**config.mk**
```make
export PLATFORM = sky130hd
export DESIGN_NAME = tlb_maint
export DESIGN_NICKNAME = d
export VERILOG_FILES = /design/src/rtl/tlb_pkg.sv /design/src/rtl/tlb_cmd_decode.sv /design/src/rtl/tlb_bank.sv /design/src/rtl/tlb_maint.sv
export SDC_FILE = /design/constraint.sdc
export NUM_CORES = 1
export LEC_CHECK = 0
export BUFFER_PORTS_ARGS = -buffer_cell sky130_fd_sc_hd__buf_4
export CORE_UTILIZATION = 62
export DETAILED_ROUTE_END_ITERATION = 6
export PLACE_DENSITY_LB_ADDON = 0.3
export SLEW_MARGIN = 5
export SYNTH_ARGS = -nofsm -noshare
export SYNTH_HDL_FRONTEND = slang
export SYNTH_SLANG_ARGS = --single-unit
```
**constraint.sdc**
```tcl
create_clock -name clk -period 3.85 [get_ports clk]
set_input_delay 0 -clock clk [delete_from_list [all_inputs] [get_ports clk]]
set_output_delay 0 -clock clk [all_outputs]
set_load 0.01 [all_outputs]
```
**src/rtl/tlb_pkg.sv**
```systemverilog
package tlb_pkg;
  // Command encoding held in va register bits [2:1]
  typedef enum logic [1:0] {
    CMD_NONE  = 2'b00,
    CMD_INVAL = 2'b01,
    CMD_FLUSH = 2'b10,
    CMD_RSVD  = 2'b11
  } tlb_cmd_e;

  localparam int SEL_BIT = 0;   // buffer select position
  localparam int CMD_LSB = 1;   // command field low bit
  localparam int BUF_INST = 0;
  localparam int BUF_DATA = 1;
  localparam int NUM_BUF  = 2;
endpackage

```
**src/rtl/tlb_cmd_decode.sv**
```systemverilog
module tlb_cmd_decode
  import tlb_pkg::*;
#(
  parameter int VA_W      = 32,
  parameter int PA_W      = 32,
  parameter int PAGE_BITS = 12,
  localparam int VPN_W    = VA_W - PAGE_BITS,
  localparam int PPN_W    = PA_W - PAGE_BITS
) (
  input  logic               clk,
  input  logic               rst,
  input  logic               va_wr,
  input  logic [VA_W-1:0]    va_wdata,
  input  logic               pa_wr,
  input  logic [PA_W-1:0]    pa_wdata,
  output logic [NUM_BUF-1:0] inv_req,
  output logic [NUM_BUF-1:0] flush_req,
  output logic [NUM_BUF-1:0] inst_req,
  output logic [VPN_W-1:0]   inv_vpn,
  output logic [VPN_W-1:0]   inst_vpn,
  output logic [PPN_W-1:0]   inst_ppn,
  output logic [VPN_W-1:0]   va_page_q,
  output logic               va_sel_q
);
  tlb_cmd_e cmd;
  logic     wsel;
  logic     unused_bits;

  assign cmd  = tlb_cmd_e'(va_wdata[CMD_LSB +: 2]);
  assign wsel = va_wdata[SEL_BIT];
  assign unused_bits = ^{va_wdata[PAGE_BITS-1:CMD_LSB+2], pa_wdata[PAGE_BITS-1:0]};

  // Latched page and select: every va write updates them
  always_ff @(posedge clk) begin
    if (rst) begin
      va_page_q <= '0;
      va_sel_q  <= 1'b0;
    end else if (va_wr) begin
      va_page_q <= va_wdata[VA_W-1:PAGE_BITS];
      va_sel_q  <= wsel;
    end
  end

  assign inv_vpn  = va_wdata[VA_W-1:PAGE_BITS];
  assign inst_vpn = va_page_q;
  assign inst_ppn = pa_wdata[PA_W-1:PAGE_BITS];

  for (genvar b = 0; b < NUM_BUF; b++) begin : g_req
    assign inv_req[b]   = va_wr && (cmd == CMD_INVAL) && (wsel == 1'(b));
    assign flush_req[b] = va_wr && (cmd == CMD_FLUSH) && (wsel == 1'(b));
    assign inst_req[b]  = pa_wr && (va_sel_q == 1'(b));
  end
endmodule

```
**src/rtl/tlb_bank.sv**
```systemverilog
module tlb_bank #(
  parameter int VA_W      = 32,
  parameter int PA_W      = 32,
  parameter int PAGE_BITS = 12,
  parameter int IDX_W     = 4,
  localparam int VPN_W    = VA_W - PAGE_BITS,
  localparam int PPN_W    = PA_W - PAGE_BITS,
  localparam int TAG_W    = VPN_W - IDX_W,
  localparam int DEPTH    = 1 << IDX_W
) (
  input  logic             clk,
  input  logic             rst,
  input  logic             inv_req,
  input  logic [VPN_W-1:0] inv_vpn,
  input  logic             flush_req,
  input  logic             inst_req,
  input  logic [VPN_W-1:0] inst_vpn,
  input  logic [PPN_W-1:0] inst_ppn,
  input  logic [VA_W-1:0]  lk_va,
  output logic             lk_hit,
  output logic [PA_W-1:0]  lk_pa
);
  logic [DEPTH-1:0] valid_q, valid_d;
  logic [TAG_W-1:0] tag_mem [DEPTH];
  logic [PPN_W-1:0] ppn_mem [DEPTH];

  logic [IDX_W-1:0] inv_idx, inst_idx, lk_idx;
  logic [TAG_W-1:0] inv_tag, inst_tag, lk_tag;

  assign inv_idx  = inv_vpn[IDX_W-1:0];
  assign inv_tag  = inv_vpn[VPN_W-1:IDX_W];
  assign inst_idx = inst_vpn[IDX_W-1:0];
  assign inst_tag = inst_vpn[VPN_W-1:IDX_W];
  assign lk_idx   = lk_va[PAGE_BITS +: IDX_W];
  assign lk_tag   = lk_va[VA_W-1 -: TAG_W];

  // Valid bits: flush, then matched invalidate, then install (highest priority)
  always_comb begin
    valid_d = valid_q;
    if (flush_req) valid_d = '0;
    if (inv_req && valid_q[inv_idx] && (tag_mem[inv_idx] == inv_tag))
      valid_d[inv_idx] = 1'b0;
    if (inst_req) valid_d[inst_idx] = 1'b1;
  end

  always_ff @(posedge clk) begin
    if (rst) valid_q <= '0;
    else     valid_q <= valid_d;
  end

  // Entry storage: single write port, no reset
  always_ff @(posedge clk) begin
    if (inst_req) begin
      tag_mem[inst_idx] <= inst_tag;
      ppn_mem[inst_idx] <= inst_ppn;
    end
  end

  // Combinational lookup
  assign lk_hit = valid_q[lk_idx] && (tag_mem[lk_idx] == lk_tag);
  assign lk_pa  = lk_hit ? {ppn_mem[lk_idx], lk_va[PAGE_BITS-1:0]} : '0;
endmodule

```
**src/rtl/tlb_maint.sv**
```systemverilog
module tlb_maint
  import tlb_pkg::*;
#(
  parameter int VA_W      = 32,
  parameter int PA_W      = 32,
  parameter int PAGE_BITS = 12,
  parameter int IDX_W     = 4
) (
  input  logic            clk,
  input  logic            rst,
  input  logic            va_wr,
  input  logic [VA_W-1:0] va_wdata,
  input  logic            pa_wr,
  input  logic [PA_W-1:0] pa_wdata,
  input  logic [VA_W-1:0] fetch_va,
  output logic            fetch_hit,
  output logic [PA_W-1:0] fetch_pa,
  input  logic [VA_W-1:0] load_va,
  output logic            load_hit,
  output logic [PA_W-1:0] load_pa
);
  localparam int VPN_W = VA_W - PAGE_BITS;
  localparam int PPN_W = PA_W - PAGE_BITS;

  logic [NUM_BUF-1:0] inv_req, flush_req, inst_req;
  logic [VPN_W-1:0]   inv_vpn, inst_vpn, va_page_q;
  logic [PPN_W-1:0]   inst_ppn;
  logic               va_sel_q;

  logic [VA_W-1:0] lk_va  [NUM_BUF];
  logic            lk_hit [NUM_BUF];
  logic [PA_W-1:0] lk_pa  [NUM_BUF];

  tlb_cmd_decode #(.VA_W(VA_W), .PA_W(PA_W), .PAGE_BITS(PAGE_BITS)) i_dec (
    .clk(clk), .rst(rst), .va_wr(va_wr), .va_wdata(va_wdata),
    .pa_wr(pa_wr), .pa_wdata(pa_wdata),
    .inv_req(inv_req), .flush_req(flush_req), .inst_req(inst_req),
    .inv_vpn(inv_vpn), .inst_vpn(inst_vpn), .inst_ppn(inst_ppn),
    .va_page_q(va_page_q), .va_sel_q(va_sel_q)
  );

  assign lk_va[BUF_INST] = fetch_va;
  assign lk_va[BUF_DATA] = load_va;

  for (genvar b = 0; b < NUM_BUF; b++) begin : g_buf
    tlb_bank #(.VA_W(VA_W), .PA_W(PA_W), .PAGE_BITS(PAGE_BITS), .IDX_W(IDX_W)) i_bank (
      .clk(clk), .rst(rst),
      .inv_req(inv_req[b]), .inv_vpn(inv_vpn), .flush_req(flush_req[b]),
      .inst_req(inst_req[b]), .inst_vpn(inst_vpn), .inst_ppn(inst_ppn),
      .lk_va(lk_va[b]), .lk_hit(lk_hit[b]), .lk_pa(lk_pa[b])
    );
  end

  assign fetch_hit = lk_hit[BUF_INST];
  assign fetch_pa  = lk_pa[BUF_INST];
  assign load_hit  = lk_hit[BUF_DATA];
  assign load_pa   = lk_pa[BUF_DATA];
endmodule

```
==> metrics.txt <==
Final Total Pwr=~29000 uW; post-synthesis sequential area ratio=around two thirds; crit-path max FO=22; WP data required=~3.9 ns; die footprint=around 0.085 mm^2; peak supply drop=~0.00038 V; Setup CP Type=reg2out; Pre-antenna DRT Iters=6; Hold Crit Class=in2reg; Simple-Gate Fraction of Synth Area=around 3%; overall routing resource usage=33.6%; Max Transition Viols Final=0; Nets=2935; most frequent cells in the layout=1152 x edfxtp_1, 448 x mux4_2, 248 x buf_4, 150 x mux2i_1, 119 x clkbuf_16; GR Util met2=55.0%; final setup vio count=0; root buf cell=clkbuf_16; Area Growth Syn to Fin=14.8%; largest family of logic cells by synthesized area=multiplexers; RSZ-0062 raised after global routing=false; TritonCTS clock tree=built; clk sinks=1205; cell row count=between 100 and 150; PwrDens=~480 mW/mm^2; io pins=between 150 and 200; Synth Area in Adders=0%; routability cong.=between 0.8 and 0.9; Post-Route Setup TNS=0 ns; Synth Register Bits=around 1200; CP Data Arrival Time=3.75 ns; fmax=~0.27 GHz; Core Region=roughly 0.083 mm^2; ys async rst share=0%; clk slew on worst S/H paths=0.07 ns; Top Usage Layer GRT=met2; initial antenna violation count=1; Synth Area in XOR/XNOR=around 1.1%; Static Leak=just under 0.02 uW; WL final=141000 um; CP Capture Type=output pin; Ys Warns=0; final hold violation count=0; number of CTS-inserted buffers=around 120; layout cells sized above 1=33.0%; WL/cell=35.4 um; DR iter-0 viols=approximately 3800; unique cell type count in the Yosys netlist=74; Post-Route Skew=~0.030 ns; Cell Area, Synth=~0.052 mm^2; commonest non-fill, non-tap cell in the layout=edfxtp_1; routed via count=28773; min Tclk post-route=around 3.8 ns; met3 GRT Util=5.69%; Tcrit/Tclk final=97.4%; Post-Syn Nets=between 2000 and 3000; Mapped Cells=2513; DRC=0; height of the chip=roughly 300 um; hpwl dp=76500 um; Syn Area/Cell=approximately 21 um^2; first-pass GRT wire length=204000 um; mux cell area share after synthesis=a little under a quarter; starting density of the core=63.0%; DR vias/cell=between 7 and 8; number of routed nets with antenna violations=0; slew margin rel.=roughly 16%; Synth Flop Type=edfxtp_1; Post-synth EDFFs=around 1200; Worst-Margin Slew=about 1.3 ns; IO Port Bufs=roughly 180; crit start category=flip-flop; Clock Latency Late Sink=~0.7 ns; pre-CTS WS=roughly 0.58 ns; pin count of the biggest net entering global routing=just over 80; die width=around 290 um; Max Cap Viol=0; post-synthesis compound-gate area fraction=2.26%; CTS HTree Levels=3; vias in the first global route=~30000; outcome=finished, final reports clean; GRT overflow=0; Clock Tree Buf Depth=3; met1 Track Usage GR=around 45%; PnR worst setup slack=roughly 0.099 ns
## through the flow
stage / area [um^2] / std cells / util, % / hold slack [ns]
2_1_floorplan: 52000 / 2513 / - / 0.0989
3_3_place_gp: 54900 / 3683 / 66.6 / 0.268
3_5_place_dp: 54900 / 3683 / 66.6 / 0.285
4_1_cts: 59700 / 3971 / 72.3 / 0.0156
5_1_grt: 59700 / 3973 / 72.4 / 0.0742
6_report: 59700 / 3974 / 72.4 / 0.0467
## cells by family (layout without fill, tap and decap cells)
logic type / after synthesis / in the layout
AND/OR/NAND/NOR: 287 / 287
AO/OA/AOI/OAI: 152 / 152
buffers and inverters: 179 / 569
flip-flops: 1205 / 1205
multiplexers: 625 / 625
other: 0 / 1
XOR/XNOR: 65 / 65
## critical path: stages (launching register included)
cell        delay (ns)
edfxtp_1          0.44
mux4_2            0.53
mux4_2            0.55
xnor2_1           0.17
nand3_1           0.09
nor3_1            0.05
nand4_1           0.07
buf_4             0.38
clkinvlp_2        0.35
and2_1            0.25
buf_4             0.15
## flip-flops by register name, summed over array words and instances, names as in the netlist
| signal | count |
|---|---|
| g_buf.i_bank.tag_mem | 512 |
| i_dec.inst_vpn | 20 |
| g_buf.i_bank.valid_q | 32 |
| i_dec.va_sel_q | 1 |
| g_buf.i_bank.ppn_mem | 640 |
## cell type report
| type | count | area, um^2 |
|---|---|---|
| Clock buffer | 138 | 3080 |
| Sequential cell | 1205 | 35700 |
| Fill cell | 4652 | 22800 |
| Antenna cell | 1 | 2.50 |
| Timing Repair Buffer | 338 | 2920 |
| Inverter | 12 | 52.6 |
| Timing Repair inverter | 1 | 5.00 |
| Tap cell | 1070 | 1340 |
| Clock inverter | 80 | 970 |
| Multi-Input combinational cell | 1129 | 15700 |
## cell usage after synthesis, drive strengths merged, types with 5 or more instances
cell | instances | area [um^2]
edfxtp | 1152 | 34600
mux4 | 464 | 10500
mux2i | 151 | 1520
nor2 | 88 | 335
buf | 86 | 591
clkbuf | 81 | 304
dfxtp | 53 | 1060
nor2b | 49 | 307
xnor2 | 48 | 420
nand2 | 36 | 135
a22oi | 29 | 223
and2 | 28 | 175
nand4 | 28 | 181
a21oi | 20 | 104
xor2 | 17 | 149
a32o | 16 | 160
a31oi | 11 | 68.8
inv | 11 | 41.3
nand2b | 11 | 68.8
o21ai | 11 | 55.1
o22ai | 11 | 75.1
mux2 | 10 | 116
nand3 | 9 | 45.0
or2 | 8 | 50.1
a221oi | 7 | 61.3
nor4 | 6 | 52.6
a211oi | 5 | 37.5
a22o | 5 | 43.8
nor3 | 5 | 25.0
o22a | 5 | 43.8
## report_power, final
group	switching, uW	total (uW)	internal (uW)
combinational	1050	1940	891
clock	5020	12100	7060
sequential	143	14600	14500
## worst paths after layout
path	from	to	slack, ns	cells past startpoint
worst max register to register	g_buf[1].i_bank.tag_mem[1][13]	g_buf[1].i_bank.valid_q[13]	0.60	8
worst min register to register	g_buf[0].i_bank.valid_q[12]	g_buf[0].i_bank.valid_q[12]	0.51	2
worst max-delay path	g_buf[0].i_bank.tag_mem[12][3]	fetch_pa[10]	0.1	10
worst min-delay path	va_wdata[15]	i_dec.inst_vpn[3]	0.05	4
## repair_timing
| action | CTS | global route |
|---|---|---|
| buffers inserted | 0 | 1 |
| setup endpoints to repair | 2 | 23 |
| resized for setup | 1 | 4 |
| cloned | 0 | 1 |
| endpoints found under the hold margin | 685 | 0 |
| hold buffers | 70 | 0 |
## metal layers
| layer | vias to the layer above | part of all wire [%] |
|---|---|---|
| met5 | - | 0.012 |
| met4 | 2 | 5.0 |
| met3 | 465 | 10 |
| met2 | 2117 | 50 |
| met1 | 14919 | 35 |
| li1 | 11270 | - |
(Power assumes the default switching activity.)
